$ cat src/rtl/dma_irq_pkg.sv
package dma_irq_pkg;
   localparam int unsigned DATA_W   = 32;
   localparam int unsigned N_GROUPS = 3;
   localparam logic [7:0] TX_BASE  = 8'h80;
   localparam logic [7:0] RX_BASE  = 8'hA0;
   localparam logic [7:0] ERR_BASE = 8'hB0;
   localparam logic [7:0] OFS_RAW  = 8'h0;
   localparam logic [7:0] OFS_MSKD = 8'h4;
   localparam logic [7:0] OFS_SET  = 8'h8;
   localparam logic [7:0] OFS_CLR  = 8'hC;
   localparam logic [7:0] VEC_ADDR = 8'h90;
   localparam logic [7:0] EOI_ADDR = 8'h94;
   localparam int unsigned HOST_ERR_BIT = 1;

   typedef enum logic [1:0] {GRP_TX = 2'd0, GRP_RX = 2'd1, GRP_ERR = 2'd2} grp_e;

   function automatic logic [7:0] grp_base(input int unsigned g);
      case (g)
         0:       return TX_BASE;
         1:       return RX_BASE;
         default: return ERR_BASE;
      endcase
   endfunction
endpackage

$ cat src/rtl/irq_group.sv
module irq_group #(
   parameter int unsigned W = 8
) (
   input  logic         clk,
   input  logic         rst_n,
   input  logic [W-1:0] done,
   input  logic [W-1:0] ack,
   input  logic         set_we,
   input  logic         clr_we,
   input  logic [W-1:0] wbits,
   output logic [W-1:0] raw,
   output logic [W-1:0] mask,
   output logic [W-1:0] masked,
   output logic         pending
);
   for (genvar i = 0; i < W; i++) begin : g_bit
      always_ff @(posedge clk or negedge rst_n) begin
         if (!rst_n)       raw[i] <= 1'b0;
         else if (done[i]) raw[i] <= 1'b1;
         else if (ack[i])  raw[i] <= 1'b0;
      end
      always_ff @(posedge clk or negedge rst_n) begin
         if (!rst_n)                  mask[i] <= 1'b0;
         else if (set_we && wbits[i]) mask[i] <= 1'b1;
         else if (clr_we && wbits[i]) mask[i] <= 1'b0;
      end
   end

   assign masked  = raw & mask;
   assign pending = |masked;
endmodule

$ cat src/rtl/irq_regdec.sv
module irq_regdec
   import dma_irq_pkg::*;
#(
   parameter int unsigned ADDR_W = 8
) (
   input  logic [ADDR_W-1:0]                       addr,
   input  logic                                    wr,
   input  logic [N_GROUPS-1:0][DATA_W-1:0]         raw_w,
   input  logic [N_GROUPS-1:0][DATA_W-1:0]         mask_w,
   input  logic [N_GROUPS-1:0][DATA_W-1:0]         mskd_w,
   input  logic [N_GROUPS-1:0]                     pend,
   output logic [N_GROUPS-1:0]                     set_we,
   output logic [N_GROUPS-1:0]                     clr_we,
   output logic                                    eoi_we,
   output logic [DATA_W-1:0]                       rdata
);
   logic [N_GROUPS-1:0][DATA_W-1:0] grp_rd;
   logic [N_GROUPS-1:0]             grp_hit;

   for (genvar g = 0; g < N_GROUPS; g++) begin : g_grp
      localparam logic [ADDR_W-1:0] A_RAW  = ADDR_W'(grp_base(g) + OFS_RAW);
      localparam logic [ADDR_W-1:0] A_MSKD = ADDR_W'(grp_base(g) + OFS_MSKD);
      localparam logic [ADDR_W-1:0] A_SET  = ADDR_W'(grp_base(g) + OFS_SET);
      localparam logic [ADDR_W-1:0] A_CLR  = ADDR_W'(grp_base(g) + OFS_CLR);

      assign set_we[g] = wr && (addr == A_SET);
      assign clr_we[g] = wr && (addr == A_CLR);

      always_comb begin
         grp_hit[g] = 1'b1;
         if      (addr == A_RAW)                    grp_rd[g] = raw_w[g];
         else if (addr == A_MSKD)                   grp_rd[g] = mskd_w[g];
         else if (addr == A_SET || addr == A_CLR)   grp_rd[g] = mask_w[g];
         else begin
            grp_hit[g] = 1'b0;
            grp_rd[g]  = '0;
         end
      end
   end

   assign eoi_we = wr && (addr == ADDR_W'(EOI_ADDR));

   always_comb begin
      rdata = '0;
      if (addr == ADDR_W'(VEC_ADDR)) rdata[N_GROUPS-1:0] = pend;
      for (int g = 0; g < N_GROUPS; g++)
         if (grp_hit[g]) rdata = grp_rd[g];
   end
endmodule

$ cat src/rtl/irq_eoi_ctl.sv
module irq_eoi_ctl (
   input  logic clk,
   input  logic rst_n,
   input  logic eoi_we,
   input  logic any_pending,
   output logic irq
);
   logic gap_q;

   always_ff @(posedge clk or negedge rst_n) begin
      if (!rst_n) gap_q <= 1'b0;
      else        gap_q <= eoi_we;
   end

   assign irq = any_pending && !gap_q;
endmodule

$ cat src/rtl/dma_irq_agg.sv
module dma_irq_agg
   import dma_irq_pkg::*;
#(
   parameter int unsigned NUM_CH  = 8,
   parameter int unsigned NUM_ERR = 2,
   parameter int unsigned ADDR_W  = 8
) (
   input  logic               clk,
   input  logic               rst_n,
   input  logic [ADDR_W-1:0]  reg_addr,
   input  logic               reg_wr,
   input  logic [31:0]        reg_wdata,
   output logic [31:0]        reg_rdata,
   input  logic [NUM_CH-1:0]  tx_done,
   input  logic [NUM_CH-1:0]  tx_ack,
   input  logic [NUM_CH-1:0]  rx_done,
   input  logic [NUM_CH-1:0]  rx_ack,
   input  logic [NUM_ERR-1:0] err_done,
   input  logic [NUM_ERR-1:0] err_ack,
   output logic               irq_out
);
   if (NUM_CH < 1 || NUM_CH > DATA_W) begin : g_bad_ch
      $error("NUM_CH must lie in 1..32");
   end
   if (NUM_ERR <= HOST_ERR_BIT || NUM_ERR > DATA_W) begin : g_bad_err
      $error("NUM_ERR must cover the host-error bit and fit 32 bits");
   end
   if (ADDR_W < 8) begin : g_bad_addr
      $error("ADDR_W must be at least 8");
   end

   logic [NUM_CH-1:0]  tx_raw, tx_mask, tx_mskd;
   logic [NUM_CH-1:0]  rx_raw, rx_mask, rx_mskd;
   logic [NUM_ERR-1:0] er_raw, er_mask, er_mskd;
   logic [N_GROUPS-1:0] set_we, clr_we, pend;
   logic                eoi_we;
   logic [N_GROUPS-1:0][DATA_W-1:0] raw_w, mask_w, mskd_w;

   irq_group #(.W(NUM_CH)) u_tx (
      .clk(clk), .rst_n(rst_n), .done(tx_done), .ack(tx_ack),
      .set_we(set_we[GRP_TX]), .clr_we(clr_we[GRP_TX]),
      .wbits(reg_wdata[NUM_CH-1:0]),
      .raw(tx_raw), .mask(tx_mask), .masked(tx_mskd), .pending(pend[GRP_TX]));

   irq_group #(.W(NUM_CH)) u_rx (
      .clk(clk), .rst_n(rst_n), .done(rx_done), .ack(rx_ack),
      .set_we(set_we[GRP_RX]), .clr_we(clr_we[GRP_RX]),
      .wbits(reg_wdata[NUM_CH-1:0]),
      .raw(rx_raw), .mask(rx_mask), .masked(rx_mskd), .pending(pend[GRP_RX]));

   irq_group #(.W(NUM_ERR)) u_err (
      .clk(clk), .rst_n(rst_n), .done(err_done), .ack(err_ack),
      .set_we(set_we[GRP_ERR]), .clr_we(clr_we[GRP_ERR]),
      .wbits(reg_wdata[NUM_ERR-1:0]),
      .raw(er_raw), .mask(er_mask), .masked(er_mskd), .pending(pend[GRP_ERR]));

   always_comb begin
      raw_w  = '0;
      mask_w = '0;
      mskd_w = '0;
      raw_w[GRP_TX][NUM_CH-1:0]    = tx_raw;
      mask_w[GRP_TX][NUM_CH-1:0]   = tx_mask;
      mskd_w[GRP_TX][NUM_CH-1:0]   = tx_mskd;
      raw_w[GRP_RX][NUM_CH-1:0]    = rx_raw;
      mask_w[GRP_RX][NUM_CH-1:0]   = rx_mask;
      mskd_w[GRP_RX][NUM_CH-1:0]   = rx_mskd;
      raw_w[GRP_ERR][NUM_ERR-1:0]  = er_raw;
      mask_w[GRP_ERR][NUM_ERR-1:0] = er_mask;
      mskd_w[GRP_ERR][NUM_ERR-1:0] = er_mskd;
   end

   irq_regdec #(.ADDR_W(ADDR_W)) u_dec (
      .addr(reg_addr), .wr(reg_wr), .raw_w(raw_w), .mask_w(mask_w),
      .mskd_w(mskd_w), .pend(pend), .set_we(set_we), .clr_we(clr_we),
      .eoi_we(eoi_we), .rdata(reg_rdata));

   irq_eoi_ctl u_eoi (
      .clk(clk), .rst_n(rst_n), .eoi_we(eoi_we),
      .any_pending(|pend), .irq(irq_out));
endmodule

$ cat config.mk
export PLATFORM = sky130hd
export DESIGN_NAME = dma_irq_agg
export DESIGN_NICKNAME = d
export VERILOG_FILES = /design/src/rtl/dma_irq_pkg.sv /design/src/rtl/irq_group.sv /design/src/rtl/irq_regdec.sv /design/src/rtl/irq_eoi_ctl.sv /design/src/rtl/dma_irq_agg.sv
export SDC_FILE = /design/constraint.sdc
export NUM_CORES = 1
export LEC_CHECK = 0
export ABC_CLOCK_PERIOD_IN_PS = 5400
export CORE_MARGIN = 5
export CORE_UTILIZATION = 43
export DETAILED_ROUTE_END_ITERATION = 8
export GPL_ROUTABILITY_DRIVEN = 0
export PLACE_DENSITY = 0.86
export SLEW_MARGIN = 5
export SYNTH_ARGS = -nofsm -noshare
export SYNTH_HDL_FRONTEND = slang
export SYNTH_SLANG_ARGS = --single-unit
export TNS_END_PERCENT = 30
$ cat constraint.sdc
create_clock -name clk -period 5.4 [get_ports clk]
set_clock_uncertainty 0.15 [all_clocks]
set_input_delay 0.54 -clock clk [delete_from_list [all_inputs] [get_ports clk]]
set_output_delay 0.54 -clock clk [all_outputs]
set_load 0.1 [all_outputs]
After elaboration in Yosys (flattened, before gate mapping)
Cells that the tools add are included.
Storage, ports and cells
  bits in registers: 37
  word-level logic and storage cells: 236
Operators by class
  equal/unequal tests: 14
  multiplexer cells: 94
  bitwise logic cells: 3
  reductions and logical operators: 88
Operators by type and width (number)
  two-way mux 32 bit: 9
  equality test 8 bit (second input constant): 14
  two-way mux 1 bit: 81
  nonzero test 2 bit: 36
  logical AND 1 bit: 44
  OR reduction 18 bit: 1
  bitwise AND 8 bit: 2
  two-way mux 8 bit: 2
  OR reduction 8 bit: 2
  logical OR 1 bit: 3
  two-way mux 3 bit: 1
  bitwise AND 2 bit: 1
  two-way mux 2 bit: 1
  OR reduction 2 bit: 1
  logical NOT 1 bit: 1

Longest topological paths before layout
Gate-level depths: netlist of run 1.
  depth after elaboration: 8
  depth in mapped cells: 6
  gate-level depth less buffers: 4

Cells and area by module
Synthesis of run 1 repeated with hierarchy kept, for this count alone.
Second synthesis, totals
  cells, all modules: 519
  area total of the unflattened synthesis: 3861.2 um2
By module, submodules not included
  irq_regdec: times used 1, cells each 378, area each 2296.0 um2, seq. area each 0.0 um2
  irq_group (u_rx ...): times used 2, cells each 61, area each 673.1 um2, seq. area each 400.4 um2
  irq_group (u_err): times used 1, cells each 15, area each 170.2 um2, seq. area each 100.1 um2
  irq_eoi_ctl: times used 1, cells each 2, area each 38.8 um2, seq. area each 25.0 um2
  dma_irq_agg: times used 1, cells each 2, area each 10.0 um2, seq. area each 0.0 um2

Worst setup path after synthesis of run 1
No wires, ideal clock.
  kind: input port to output port
  start: input port reg_addr[6]
  end: output port reg_rdata[0]
  arrival: 3.339 ns
  data required time: 4.710 ns
  setup slack: 1.371 ns
  stages on the path: 5
  buffers on the path: 1
  cells stage by stage: or4b_4 or3_1 buf_2 o22a_1 a31oi_1
On the way
  word-level cells in the longest chain between the ends: 8
  elaborated cells on any way between the ends: 38
RTL lines
  start: declaration: line dma_irq_agg.sv:10  | input logic [ADDR_W-1:0] reg_addr,
  equality test 8 bit: line irq_regdec.sv:33  | else if (addr == A_SET || addr == A_CLR) grp_rd[g] = mask_w[g];
  logical OR 1 bit: line irq_regdec.sv:33
  two-way mux 8 bit / two-way mux 1 bit (equally long branches): line irq_regdec.sv:33
  two-way mux 32 bit / two-way mux 1 bit (equally long branches): line irq_regdec.sv:32  | else if (addr == A_MSKD) grp_rd[g] = mskd_w[g];
  two-way mux 32 bit / two-way mux 1 bit (equally long branches): line irq_regdec.sv:31  | if (addr == A_RAW) grp_rd[g] = raw_w[g];
  two-way mux 32 bit (2 in a row): line irq_regdec.sv:47  | if (grp_hit[g]) rdata = grp_rd[g];
  two-way mux 32 bit *: line irq_regdec.sv:47
  end: declaration: line dma_irq_agg.sv:13  | output logic [31:0] reg_rdata,
Mark *: on every way between the ends. The rest lies on a longest branch, timed or not.

Final worst setup path of run 1
  start: input port reg_addr[3]
  end: output port reg_rdata[7]
The elaborated chain is that of the path after synthesis.

==> tab_implementation.tex, run 1 <==
\begin{tabular}{lr}
\hline
Metric & Value \\
\hline
\multicolumn{2}{l}{\textbf{Routing}} \\
\quad Post-route antenna net violation count & 0 \\
\quad DR vias/cell & 5.52 \\
\quad Total length of routed wires & 5.44 mm \\
\quad Via count & 1931 \\
\quad Post-DR wirelength/cell & 15.5 um \\
\quad DRC violation count after routing & 0 \\
\quad Number of detailed-route iterations in the first pass & 4 \\
\quad Drt initial violations & 163 \\
\multicolumn{2}{l}{\textbf{Power and ir drop}} \\
\quad Max rail drop VDD & 183 uV \\
\quad Portion of total power attributed to the clock network & 27.2\% \\
\quad Leakage power & 1.24 nW \\
\quad Combinational fraction of design power & 28.9\% \\
\quad Power share of the sequential group & 43.9\% \\
\quad Psw & 0.245 mW \\
\quad Switching fraction of total power & 34.8\% \\
\quad Total power density per cell area & 250 mW/mm\^{}2 \\
\quad Cell internal power dissipation & 0.457 mW \\
\multicolumn{2}{l}{\textbf{Worst setup path}} \\
\quad Worst-path fanout max & 18 \\
\quad FF-to-FF Start & u\_err.mask[1]\$\_DFFE\_PN0P\_ \\
\quad Critical path destination & reg\_rdata[7] \\
\quad Setup crit start kind & input pin \\
\quad CP Data Arrival Time & 3360 ps \\
\quad Depth of the worst register-to-register path & 1 \\
\quad Worst path required time & 4710 ps \\
\quad CP endpoint kind & output pin \\
\quad Critical register-to-register path endpoint & u\_err.mask[1]\$\_DFFE\_PN0P\_ \\
\quad Critical path class & input pin to output pin \\
\quad Register-to-register path setup slack & 4480 ps \\
\quad First element of the critical path & reg\_addr[3] \\
\multicolumn{2}{l}{\textbf{Floorplanning}} \\
\quad Die Area & 0.00653 sq mm \\
\quad Standard-cell row count & 25 \\
\quad Vertical die dimension & 80.8 um \\
\quad Area of the core & 0.00479 sq mm \\
\quad Initial Util & 45.0\% \\
\quad Die Span X & 80.8 um \\
\quad Ports placed on the boundary & 112 \\
\multicolumn{2}{l}{\textbf{Clock tree}} \\
\quad \# hold bufs at CTS & 0 \\
\quad Inserted Clock Buffers & 5 \\
\quad CTS tree & yes \\
\quad Root buf cell & sky130\_fd\_sc\_hd\_\_clkbuf\_8 \\
\quad Number of levels in the clock H-tree & 2 \\
\quad Clock Latency Late Sink & 290 ps \\
\quad Clock Path Buffers & 2 \\
\quad Setup Buffers After CTS & 0 \\
\quad Clock transition at the registers of the reported paths & 70 ps \\
\quad Clk sink count & 37 \\
\quad Post-CTS Resized & 0 \\
\multicolumn{2}{l}{\textbf{Logic synthesis}} \\
\quad Synth Instances & 221 \\
\quad Sequential area share after synthesis & 43.0\% \\
\quad Distinct cell type count of the synthesized netlist & 35 \\
\quad Count of warnings emitted by yosys & 0 \\
\quad Post-synthesis average cell area & 9.75 sq um \\
\quad Post-Syn Area & 0.00215 sq mm \\
\quad \#FFs+latches synth & 37 \\
\multicolumn{2}{l}{\textbf{GRT}} \\
\quad Maximum number of pins on one net before global-route repair & 38 \\
\quad Grt total ovfl & 0 \\
\quad Antenna violations before repair & 0 \\
\quad Wire length of the first global-routing pass & 8.47 mm \\
\quad Via count of the first global-routing pass & 1773 \\
\quad Gr usage total & 17.1\% \\
\multicolumn{2}{l}{\textbf{Timing}} \\
\quad Fin crit share & 74.9\% \\
\quad Slew Viols, Final & 0 \\
\quad Peak clock frequency supported by timing & 247 MHz \\
\quad Clock period minus final worst setup slack & 4050 ps \\
\quad Smallest setup slack after layout & 1350 ps \\
\quad Remaining max-slew budget at the tightest pin & 35.4\% \\
\quad Number of setup violations in the final report & 0 \\
\quad Hold slack final & 192 ps \\
\quad Setup TNS after final layout & 0 ps \\
\quad Unrepaired setup endpoints after global routing & false \\
\quad Slew at the pin closest to its max-slew limit & 965 ps \\
\quad Number of endpoints with negative hold slack in the final report & 0 \\
\multicolumn{2}{l}{\textbf{Layout}} \\
\quad Net count of the finished layout & 362 \\
\quad Layout Cells excl Fill & 350 \\
\quad Antenna cell count & 0 \\
\quad Share of post-route cells with drive strength above 1 & 8.83\% \\
\quad Commonest non-fill, non-tap cell in the layout & sky130\_fd\_sc\_hd\_\_clkdlybuf4s50\_1 \\
\quad Multi-input gate area in the final layout & 0.00103 sq mm \\
\quad Most used cells in the layout excluding fill and tap cells & 54 x sky130\_fd\_sc\_hd\_\_clkdlybuf4s50\_1, 37 x sky130\_fd\_sc\_hd\_\_dfrtp\_1, 24 x sky130\_fd\_sc\_hd\_\_nand2\_1, 24 x sky130\_fd\_sc\_hd\_\_conb\_1 \\
\quad Storage element area & 926 sq um \\
\quad Filler cell count in the final layout & 418 \\
\quad Relative area change from synthesis to final layout & 30.3\% \\
\multicolumn{2}{l}{\textbf{Worst hold path}} \\
\quad Hold crit path type & input pin to asynchronous set/reset pin \\
\multicolumn{2}{l}{\textbf{Placement}} \\
\quad Detailed-placement wirelength estimate & 4.19 mm \\
\quad Input/output buffers & 63 \\
\quad Placed Cells & 343 \\
\quad Placement-stage worst setup slack & 1430 ps \\
\multicolumn{2}{l}{\textbf{Status}} \\
\quad Result of the run & complete, no violations \\
\multicolumn{2}{l}{\textbf{Run}} \\
\quad MaxCap Viol Count & 0 \\
\hline
\end{tabular}
==> power by group through the flow <==
stage | registers, mW | clock network [mW] | logic, mW
floorplan | 0.308 | 0 | 0.154
global placement | 0.312 | 0 | 0.201
detailed placement | 0.313 | 0 | 0.202
CTS | 0.307 | 0.197 | 0.203
global route | 0.310 | 0.209 | 0.214
finish | 0.308 | 0.191 | 0.203
==> cells in the mapped netlist <==
| cell type | n | area (sq um) |
|---|---|---|
| sky130_fd_sc_hd__o22ai_1 | 12 | 75.1 |
| sky130_fd_sc_hd__nor2b_1 | 1 | 6.26 |
| sky130_fd_sc_hd__nor3_4 | 1 | 16.3 |
| sky130_fd_sc_hd__nand4bb_1 | 2 | 22.5 |
| sky130_fd_sc_hd__nand2_1 | 24 | 90.1 |
| sky130_fd_sc_hd__a31oi_1 | 3 | 18.8 |
| sky130_fd_sc_hd__a21o_1 | 18 | 135 |
| sky130_fd_sc_hd__o22a_1 | 4 | 35.0 |
| sky130_fd_sc_hd__o2111a_1 | 5 | 56.3 |
| sky130_fd_sc_hd__inv_2 | 1 | 3.75 |
| sky130_fd_sc_hd__buf_4 | 24 | 180 |
| sky130_fd_sc_hd__or4b_4 | 2 | 27.5 |
| sky130_fd_sc_hd__a22o_1 | 17 | 149 |
| sky130_fd_sc_hd__a22oi_1 | 8 | 60.1 |
| sky130_fd_sc_hd__or4b_1 | 2 | 20.0 |
| sky130_fd_sc_hd__clkbuf_1 | 5 | 18.8 |
| sky130_fd_sc_hd__nor4b_1 | 1 | 8.76 |
| sky130_fd_sc_hd__inv_1 | 18 | 67.6 |
| sky130_fd_sc_hd__conb_1 | 1 | 3.75 |
| sky130_fd_sc_hd__dfrtp_1 | 37 | 926 |
| sky130_fd_sc_hd__nor3_1 | 2 | 10.0 |
| sky130_fd_sc_hd__o21ai_1 | 4 | 20.0 |
| sky130_fd_sc_hd__and3_1 | 2 | 12.5 |
| sky130_fd_sc_hd__and3b_2 | 1 | 10.0 |
| sky130_fd_sc_hd__nand4_1 | 4 | 25.0 |
| sky130_fd_sc_hd__o31ai_1 | 5 | 37.5 |
| sky130_fd_sc_hd__or3_1 | 1 | 6.26 |
| sky130_fd_sc_hd__nor2_1 | 5 | 18.8 |
| sky130_fd_sc_hd__mux2_2 | 2 | 22.5 |
| sky130_fd_sc_hd__buf_2 | 2 | 10.0 |
| sky130_fd_sc_hd__nor3_2 | 3 | 30.0 |
| sky130_fd_sc_hd__nor3b_1 | 1 | 7.51 |
| sky130_fd_sc_hd__nor4bb_1 | 1 | 10.0 |
| sky130_fd_sc_hd__nand3_1 | 1 | 5.00 |
| sky130_fd_sc_hd__o221ai_1 | 1 | 8.76 |
==> worst max-delay path, stage by stage <==
cell,delay (ps)
sky130_fd_sc_hd__clkdlybuf4s50_1,740
sky130_fd_sc_hd__nor2_1,900
sky130_fd_sc_hd__or4b_1,630
sky130_fd_sc_hd__o2111a_1,310
sky130_fd_sc_hd__buf_4,240
==> cells by family after synthesis <==
| kind of cell | Yosys count | synth area share [%] |
|---|---|---|
| and+or+nand+nor | 54 | 15.2 |
| AOI/OAI and AO/OA | 77 | 27.6 |
| muxes | 2 | 1.05 |
| buffers and inverters | 50 | 13.0 |
| DFF | 37 | 43.0 |
| other | 1 | 0.174 |
==> how the worst min path moves through the flow <==
stage | startpoint | end | slack [ps] | cells past startpoint
detailed placement | u_rx.raw[6]$_DFFE_PN0P_ | u_rx.raw[6]$_DFFE_PN0P_ | 360 | 1
CTS | rst_n | u_rx.raw[6]$_DFFE_PN0P_ | 210 | 1
finish | rst_n | u_rx.raw[6]$_DFFE_PN0P_ | 190 | 1
global route | rst_n | u_rx.mask[5]$_DFFE_PN0P_ | 270 | 1
global placement | u_tx.raw[0]$_DFFE_PN0P_ | u_tx.raw[0]$_DFFE_PN0P_ | 350 | 1
floorplan | rst_n | u_eoi.gap_q$_DFF_PN0_ | 90 | 0
==> registers in the layout, summed over array words and instances (netlist names) <==
name,cells
u_err.raw,2
u_err.mask,2
u_eoi.gap_q,1
u_tx.raw,8
u_rx.mask,8
u_rx.raw,8
u_tx.mask,8
==> layer usage <==
metal	GRT usage, %	vias to the layer above	part of all wire [%]
li1	-	894	-
met1	21.9	924	39
met2	27.3	101	48
met3	4.77	12	11
met4	6.93	0	2.1
met5	0	-	0
==> final cells by class <==
| class | count | share of cell area, % |
|---|---|---|
| Multi-Input combinational cell | 157 | 36.9 |
| Clock buffer | 7 | 3.07 |
| Timing Repair Buffer | 63 | 21.6 |
| Inverter | 19 | 2.54 |
| Tap cell | 67 | 2.99 |
| Sequential cell | 37 | 33.0 |
==> per-stage QoR <==
stage,power (mW),util (%),cell area [sq um]
finish,0.702,58.7,2810
global route,0.733,58.7,2810
CTS,0.708,58.7,2810
detailed placement,0.515,56.9,2720
global placement,0.513,56.9,2720
floorplan,0.461,-,2240
No activity file was read; power rests on OpenSTA's default activity.
==> run 2, diff against run 1 <==
--- a/config.mk
+++ b/config.mk
@@ -5,12 +5,12 @@
 export SDC_FILE = /design/constraint.sdc
 export NUM_CORES = 1
 export LEC_CHECK = 0
-export ABC_CLOCK_PERIOD_IN_PS = 5400
+export ABC_CLOCK_PERIOD_IN_PS = 4090
 export CORE_MARGIN = 5
-export CORE_UTILIZATION = 43
+export CORE_UTILIZATION = 40
 export DETAILED_ROUTE_END_ITERATION = 8
 export GPL_ROUTABILITY_DRIVEN = 0
-export PLACE_DENSITY = 0.86
+export PLACE_DENSITY = 0.81
 export SLEW_MARGIN = 5
 export SYNTH_ARGS = -nofsm -noshare
 export SYNTH_HDL_FRONTEND = slang
==> constraint.sdc (replaced) <==
create_clock -name clk -period 4.09 [get_ports clk]
set_clock_uncertainty 0.15 [all_clocks]
set_input_delay 0.409 -clock clk [delete_from_list [all_inputs] [get_ports clk]]
set_output_delay 0.409 -clock clk [all_outputs]
set_load 0.1 [all_outputs]
==> run 2 against run 1 <==
Compared with the run above: core utilization shrank 3.5 points; routed wire length rose by 3.9%; clock-buffer cell count shrank 1; die area up 6.6%; sequential share of layout area down 0.55 points; worst setup slack worse by 570 ps; critical path type unchanged; clock power is 36% higher; cell area increased by 1.7%.
==> tab_implementation.tex, run 2 (synthesized netlist as in run 1, its figures left out) <==
\begin{tabular}{lr}
\hline
Metric & Value \\
\hline
\multicolumn{2}{l}{\textbf{Placement}} \\
\quad Input/output buffers & 63 (unchanged) \\
\quad Placed Cells & 348 (+1.5\%) \\
\quad Detailed-placement wirelength estimate & 4.41 mm (+5.2\%) \\
\quad Placement-stage worst setup slack & 809 ps (-620 ps) \\
\multicolumn{2}{l}{\textbf{Routing}} \\
\quad Post-DR wirelength/cell & 15.9 um (+2.4\%) \\
\quad Post-route antenna net violation count & 0 (unchanged) \\
\quad DR vias/cell & 5.42 (-1.8\%) \\
\quad Total length of routed wires & 5.65 mm (+3.9\%) \\
\quad Via count & 1923 (-0.41\%) \\
\quad DRC violation count after routing & 0 (unchanged) \\
\quad Number of detailed-route iterations in the first pass & 5 (+1) \\
\quad Drt initial violations & 165 (+1.2\%) \\
\multicolumn{2}{l}{\textbf{GRT}} \\
\quad Layer with the highest usage & met2 \\
\quad Met2 Use GR & 27.0\% (-0.28 points) \\
\quad Grt total ovfl & 0 (unchanged) \\
\quad Met1 capacity usage during global routing & 20.5\% (-1.4 points) \\
\quad Gr usage total & 16.2\% (-0.87 points) \\
\quad Via count of the first global-routing pass & 1905 (+7.4\%) \\
\quad Global-route met3 utilization & 4.65\% (-0.11 points) \\
\quad Antenna violations before repair & 0 (unchanged) \\
\quad Wire length of the first global-routing pass & 9.25 mm (+9.2\%) \\
\quad Maximum number of pins on one net before global-route repair & 38 (unchanged) \\
\multicolumn{2}{l}{\textbf{Timing}} \\
\quad Clock period minus final worst setup slack & 3310 ps \\
\quad Remaining max-slew budget at the tightest pin & 34.9\% (-0.51 points) \\
\quad Smallest setup slack after layout & 782 ps (-572 ps) \\
\quad Setup TNS after final layout & 0 ps (unchanged) \\
\quad Fin crit share & 80.9\% \\
\quad Slew Viols, Final & 0 (unchanged) \\
\quad Slew at the pin closest to its max-slew limit & 973 ps (+8.21 ps) \\
\quad Peak clock frequency supported by timing & 302 MHz \\
\quad Unrepaired setup endpoints after global routing & false \\
\quad Number of endpoints with negative hold slack in the final report & 0 (unchanged) \\
\quad Number of setup violations in the final report & 0 (unchanged) \\
\multicolumn{2}{l}{\textbf{Clock tree}} \\
\quad Clock Latency Late Sink & 280 ps (about the same) \\
\quad Post-CTS Resized & 0 (unchanged) \\
\quad Clock transition at the registers of the reported paths & 70 ps (about the same) \\
\quad Clock Path Buffers & 2 (unchanged) \\
\quad \# hold bufs at CTS & 0 (unchanged) \\
\quad Inserted Clock Buffers & 5 (unchanged) \\
\quad Number of levels in the clock H-tree & 2 (unchanged) \\
\quad CTS tree & yes \\
\quad Clk sink count & 37 (unchanged) \\
\quad Setup Buffers After CTS & 0 (unchanged) \\
\quad Root buf cell & sky130\_fd\_sc\_hd\_\_clkbuf\_8 \\
\multicolumn{2}{l}{\textbf{Floorplanning}} \\
\quad Initial Util & 41.7\% (-3.4 points) \\
\quad Die Span X & 83.4 um (+3.2\%) \\
\quad Die Area & 0.00695 sq mm (+6.6\%) \\
\quad Ports placed on the boundary & 112 (unchanged) \\
\quad Area of the core & 0.00517 sq mm (+8.1\%) \\
\quad Vertical die dimension & 83.4 um (+3.2\%) \\
\quad Standard-cell row count & 26 (+4.0\%) \\
\multicolumn{2}{l}{\textbf{Layout}} \\
\quad Filler cell count in the final layout & 477 (+14\%) \\
\quad Most used cells in the layout excluding fill and tap cells & 54 x sky130\_fd\_sc\_hd\_\_clkdlybuf4s50\_1, 37 x sky130\_fd\_sc\_hd\_\_dfrtp\_1, 24 x sky130\_fd\_sc\_hd\_\_nand2\_1, 24 x sky130\_fd\_sc\_hd\_\_conb\_1 \\
\quad Share of post-route cells with drive strength above 1 & 9.82\% (+0.99 points) \\
\quad Layout Cells excl Fill & 355 (+1.4\%) \\
\quad Post-route core utilization & 55.2\% (-3.5 points) \\
\quad Commonest non-fill, non-tap cell in the layout & sky130\_fd\_sc\_hd\_\_clkdlybuf4s50\_1 \\
\quad Net count of the finished layout & 364 (+0.55\%) \\
\quad Relative area change from synthesis to final layout & 32.5\% \\
\quad Antenna cell count & 0 (unchanged) \\
\multicolumn{2}{l}{\textbf{Worst setup path}} \\
\quad CP Data Arrival Time & 2750 ps (-610 ps) \\
\quad FF-to-FF Start & u\_err.mask[0]\$\_DFFE\_PN0P\_ \\
\quad First element of the critical path & reg\_addr[5] \\
\quad Worst path required time & 3530 ps (-1180 ps) \\
\quad Setup crit start kind & input pin \\
\quad Critical path class & input pin to output pin \\
\quad CP endpoint kind & output pin \\
\quad Worst-path fanout max & 9 (-9) \\
\multicolumn{2}{l}{\textbf{Worst hold path}} \\
\quad Hold crit path type & input pin to asynchronous set/reset pin \\
\multicolumn{2}{l}{\textbf{Run}} \\
\quad MaxCap Viol Count & 0 (unchanged) \\
\multicolumn{2}{l}{\textbf{Power and ir drop}} \\
\quad Leakage power & 1.25 nW (+1.2\%) \\
\quad Max rail drop VDD & 214 uV (+17\%) \\
\quad Post-layout total power & 0.938 mW (+34\%) \\
\quad Total power density per cell area & 329 mW/mm\^{}2 (+31\%) \\
\multicolumn{2}{l}{\textbf{Status}} \\
\quad Result of the run & complete, no violations \\
\hline
\end{tabular}
==> run 2: changes by cell type in the layout (fill, tap and decap cells not counted) <==
cell and change:
sky130_fd_sc_hd__buf_12 +2, sky130_fd_sc_hd__clkinvlp_4 +1, sky130_fd_sc_hd__clkbuf_1 -1
==> run 2: worst paths after layout <==
path / to / slack (ps) / cells after the start
setup reg to reg: u_err.mask[0]$_DFFE_PN0P_ / 3180 / 1
hold reg to reg: u_err.raw[0]$_DFFE_PN0P_ / 360 / 1
setup / recovery: reg_rdata[3] / 780 / 5
hold / removal: u_tx.mask[6]$_DFFE_PN0P_ / 70 / 1
min in group clk: u_err.raw[0]$_DFFE_PN0P_ / 360 / 1
max in group asynchronous: u_rx.mask[2]$_DFFE_PN0P_ / 3190 / 1
==> run 2: cell type report <==
type                            count  area (sq um)  area share [%]
Clock inverter                      1          7.51           0.263
Inverter                           19          71.3            2.50
Tap cell                           70          87.6            3.07
Sequential cell                    37           926            32.4
Timing Repair Buffer               65           646            22.6
Multi-Input combinational cell    157          1030            36.2
Clock buffer                        6          82.6            2.89
==> run 2: stage by stage <==
step	hold slack [ps]	area, sq um
6_report	69.6	2860
3_5_place_dp	352	2770
2_1_floorplan	-36.6	2240
4_1_cts	91.9	2860
5_1_grt	138	2860
3_3_place_gp	356	2770
==> run 2: metal layers <==
| metal | part of all wire, % | vias to the layer above | wire length, um |
|---|---|---|---|
| met3 | 10 | 9 | 577 |
| met1 | 39 | 914 | 2230 |
| met4 | 1.2 | 0 | 69 |
| li1 | - | 899 | - |
| met5 | 0 | - | 0 |
| met2 | 49 | 101 | 2770 |
==> run 2: where the power goes <==
group	leakage, nW	internal, mW	switching, mW
Sequential	0.456	0.386	0.0204
Combinational	0.753	0.0856	0.185
Clock	0.0433	0.133	0.127
==> run 2: worst max-delay path, cell delays in order <==
cell and delay, ps:
sky130_fd_sc_hd__clkdlybuf4s50_1 670, sky130_fd_sc_hd__nand4bb_1 410, sky130_fd_sc_hd__or4b_1 730, sky130_fd_sc_hd__o2111a_1 300, sky130_fd_sc_hd__buf_4 240
==> run 3, diff against run 2 <==
--- a/config.mk
+++ b/config.mk
@@ -5,12 +5,12 @@
 export SDC_FILE = /design/constraint.sdc
 export NUM_CORES = 1
 export LEC_CHECK = 0
-export ABC_CLOCK_PERIOD_IN_PS = 4090
+export ABC_CLOCK_PERIOD_IN_PS = 2820
 export CORE_MARGIN = 5
-export CORE_UTILIZATION = 40
+export CORE_UTILIZATION = 36
 export DETAILED_ROUTE_END_ITERATION = 8
 export GPL_ROUTABILITY_DRIVEN = 0
-export PLACE_DENSITY = 0.81
+export PLACE_DENSITY = 0.77
 export SLEW_MARGIN = 5
 export SYNTH_ARGS = -nofsm -noshare
 export SYNTH_HDL_FRONTEND = slang
==> constraint.sdc (replaced) <==
create_clock -name clk -period 2.82 [get_ports clk]
set_clock_uncertainty 0.15 [all_clocks]
set_input_delay 0.282 -clock clk [delete_from_list [all_inputs] [get_ports clk]]
set_output_delay 0.282 -clock clk [all_outputs]
set_load 0.1 [all_outputs]
==> run 3 against run 2 <==
Compared with the run above: worst setup slack lost 740 ps; first-iteration DRC count increased by 52%; critical path depth up 1; highest routed layer unchanged; sequential power grew 45%; core utilization shrank 2.8 points; global-route usage decreased by 0.98 points; combinational power grew 51%; via count is 4.5% higher; register-to-register slack worse by 1300 ps; hold slack better by 300 ps.
==> tab_implementation.tex, run 3 (synthesized netlist as in run 1, its figures left out) <==
\begin{tabular}{lr}
\hline
Metric & Value \\
\hline
\multicolumn{2}{l}{\textbf{Layout}} \\
\quad Multi-input gate area in the final layout & 0.00108 sq mm (+4.8\%) \\
\quad Post-route core utilization & 52.4\% (-2.8 points) \\
\quad Filler cell count in the final layout & 541 (+13\%) \\
\quad Antenna cell count & 0 (unchanged) \\
\quad Storage element area & 926 sq um (unchanged) \\
\quad Most used cells in the layout excluding fill and tap cells & 53 x sky130\_fd\_sc\_hd\_\_clkdlybuf4s50\_1, 37 x sky130\_fd\_sc\_hd\_\_dfrtp\_1, 24 x sky130\_fd\_sc\_hd\_\_nand2\_1, 24 x sky130\_fd\_sc\_hd\_\_conb\_1 \\
\quad Net count of the finished layout & 378 (+3.8\%) \\
\quad Commonest non-fill, non-tap cell in the layout & sky130\_fd\_sc\_hd\_\_clkdlybuf4s50\_1 \\
\quad Share of post-route cells with drive strength above 1 & 16.3\% (+6.5 points) \\
\quad Relative area change from synthesis to final layout & 43.1\% \\
\multicolumn{2}{l}{\textbf{Run}} \\
\quad MaxCap Viol Count & 0 (unchanged) \\
\multicolumn{2}{l}{\textbf{Worst setup path}} \\
\quad Setup crit start kind & input pin \\
\quad Worst path required time & 2390 ps (-1140 ps) \\
\quad CP endpoint kind & output pin \\
\quad Depth of the worst register-to-register path & 1 (unchanged) \\
\quad CP Data Arrival Time & 2350 ps (-400 ps) \\
\quad Critical path class & input pin to output pin \\
\quad Worst-path fanout max & 7 (-2) \\
\multicolumn{2}{l}{\textbf{Routing}} \\
\quad DR vias/cell & 5.36 (-1.1\%) \\
\quad Total length of routed wires & 6.05 mm (+7.1\%) \\
\quad Post-route antenna net violation count & 0 (unchanged) \\
\quad Drt initial violations & 250 (+52\%) \\
\quad Post-DR wirelength/cell & 16.1 um (+1.4\%) \\
\quad DRC violation count after routing & 0 (unchanged) \\
\quad Via count & 2009 (+4.5\%) \\
\quad Number of detailed-route iterations in the first pass & 4 (-1) \\
\multicolumn{2}{l}{\textbf{Worst hold path}} \\
\quad Hold crit path type & register to register \\
\quad Hold Path Stages & 1 \\
\multicolumn{2}{l}{\textbf{Floorplanning}} \\
\quad Ports placed on the boundary & 112 (unchanged) \\
\quad Die Area & 0.00763 sq mm (+9.7\%) \\
\quad Vertical die dimension & 87.4 um (+4.8\%) \\
\quad Die Span X & 87.4 um (+4.8\%) \\
\quad Initial Util & 36.6\% (-5.0 points) \\
\quad Area of the core & 0.00589 sq mm (+14\%) \\
\quad Standard-cell row count & 28 (+7.7\%) \\
\multicolumn{2}{l}{\textbf{Placement}} \\
\quad Detailed-placement wirelength estimate & 4.56 mm (+3.5\%) \\
\quad Placement-stage worst setup slack & -49.5 ps (-858 ps) \\
\quad Input/output buffers & 63 (unchanged) \\
\multicolumn{2}{l}{\textbf{Clock tree}} \\
\quad Clock Latency Late Sink & 290 ps (about the same) \\
\quad Clock Path Buffers & 2 (unchanged) \\
\quad Setup Buffers After CTS & 0 (unchanged) \\
\quad Inserted Clock Buffers & 5 (unchanged) \\
\quad Root buf cell & sky130\_fd\_sc\_hd\_\_clkbuf\_8 \\
\quad Clk sink count & 37 (unchanged) \\
\quad CTS tree & yes \\
\quad Number of levels in the clock H-tree & 2 (unchanged) \\
\quad Clock transition at the registers of the reported paths & 80 ps (about the same) \\
\multicolumn{2}{l}{\textbf{Timing}} \\
\quad Unrepaired setup endpoints after global routing & true \\
\quad Smallest setup slack after layout & 39.9 ps (-743 ps) \\
\quad Clock period minus final worst setup slack & 2780 ps \\
\quad Fin crit share & 98.6\% \\
\quad Peak clock frequency supported by timing & 360 MHz \\
\quad Remaining max-slew budget at the tightest pin & 44.9\% (+10 points) \\
\quad Hold slack final & 365 ps (+296 ps) \\
\quad Slew at the pin closest to its max-slew limit & 826 ps (-148 ps) \\
\quad Number of endpoints with negative hold slack in the final report & 0 (unchanged) \\
\quad Slew Viols, Final & 0 (unchanged) \\
\quad Number of setup violations in the final report & 0 (unchanged) \\
\multicolumn{2}{l}{\textbf{Power and ir drop}} \\
\quad Total power density per cell area & 441 mW/mm\^{}2 (+34\%) \\
\quad Max rail drop VDD & 243 uV (+14\%) \\
\quad Leakage power & 1.34 nW (+7.4\%) \\
\multicolumn{2}{l}{\textbf{GRT}} \\
\quad Wire length of the first global-routing pass & 8.99 mm (-2.8\%) \\
\quad Gr usage total & 15.2\% (-0.98 points) \\
\quad Antenna violations before repair & 0 (unchanged) \\
\quad Grt total ovfl & 0 (unchanged) \\
\quad Via count of the first global-routing pass & 1844 (-3.2\%) \\
\quad Maximum number of pins on one net before global-route repair & 38 (unchanged) \\
\multicolumn{2}{l}{\textbf{Status}} \\
\quad Result of the run & complete, no violations \\
\hline
\end{tabular}
-- run 3: cell types whose count changed in the layout (fill, tap and decap cells not counted), sizes merged --
cell / change
clkdlybuf4s50: -1
clkinv: +2
dlygate4sd3: +1
clkinvlp: -1
buf: +14
-- run 3: path summary, 6_finish.rpt --
path	start	endpoint	slack (ps)
max	reg_addr[7]	reg_rdata[0]	40
min	u_err.raw[0]$_DFFE_PN0P_	u_err.raw[0]$_DFFE_PN0P_	370
max reg2reg	u_err.mask[0]$_DFFE_PN0P_	u_err.mask[0]$_DFFE_PN0P_	1880
min reg2reg	u_err.raw[0]$_DFFE_PN0P_	u_err.raw[0]$_DFFE_PN0P_	370
max in group asynchronous	rst_n	u_rx.raw[4]$_DFFE_PN0P_	1520
min in group asynchronous	rst_n	u_eoi.gap_q$_DFF_PN0_	470
-- run 3: stage by stage --
step	cell area, sq um	power, mW	setup TNS, ps	std cells
floorplan	2260	0.884	-75.9	244
detailed placement	2960	1.00	-95.0	366
global placement	2960	0.998	-35.8	366
global route	3080	1.42	-12.0	375
CTS	3060	1.36	0	375
finish	3080	1.36	0	375
-- run 3: critical path, stage by stage --
cell and delay, ps:
sky130_fd_sc_hd__clkdlybuf4s50_1 530, sky130_fd_sc_hd__or4b_4 490, sky130_fd_sc_hd__or3_4 400, sky130_fd_sc_hd__o22a_1 220, sky130_fd_sc_hd__a31oi_4 220, sky130_fd_sc_hd__buf_12 200
-- run 3: power by group --
group          total, mW  switching [mW]  internal (mW)
Combinational      0.408           0.275          0.133
Sequential         0.590          0.0294          0.560
Clock              0.362           0.191          0.171
-- run 3: cell type report --
class	count	share of cell area, %
multi-input combinational	157	35.2
sequential	37	30.0
timing repair buffer	79	26.8
tap	75	3.04
clock buffer	6	2.35
inverter	19	2.31
clock inverter	2	0.325
-- run 3: per-layer routing --
| metal | wire length (um) | vias up | GRT usage [%] |
|---|---|---|---|
| met5 | 0 | - | 0 |
| met1 | 2410 | 969 | 19.8 |
| li1 | - | 930 | - |
| met4 | 99 | 0 | 3.49 |
| met2 | 2950 | 101 | 24.9 |
| met3 | 589 | 9 | 4.45 |
-- run 3: what timing repair did --
action / 4_1_cts / 5_1_grt
hold buffers: 1 / 0
hold endpoints to repair: 37 / 0
pin swaps: 0 / 2
gates resized for setup: 1 / 5
setup endpoints to repair: 6 / 5
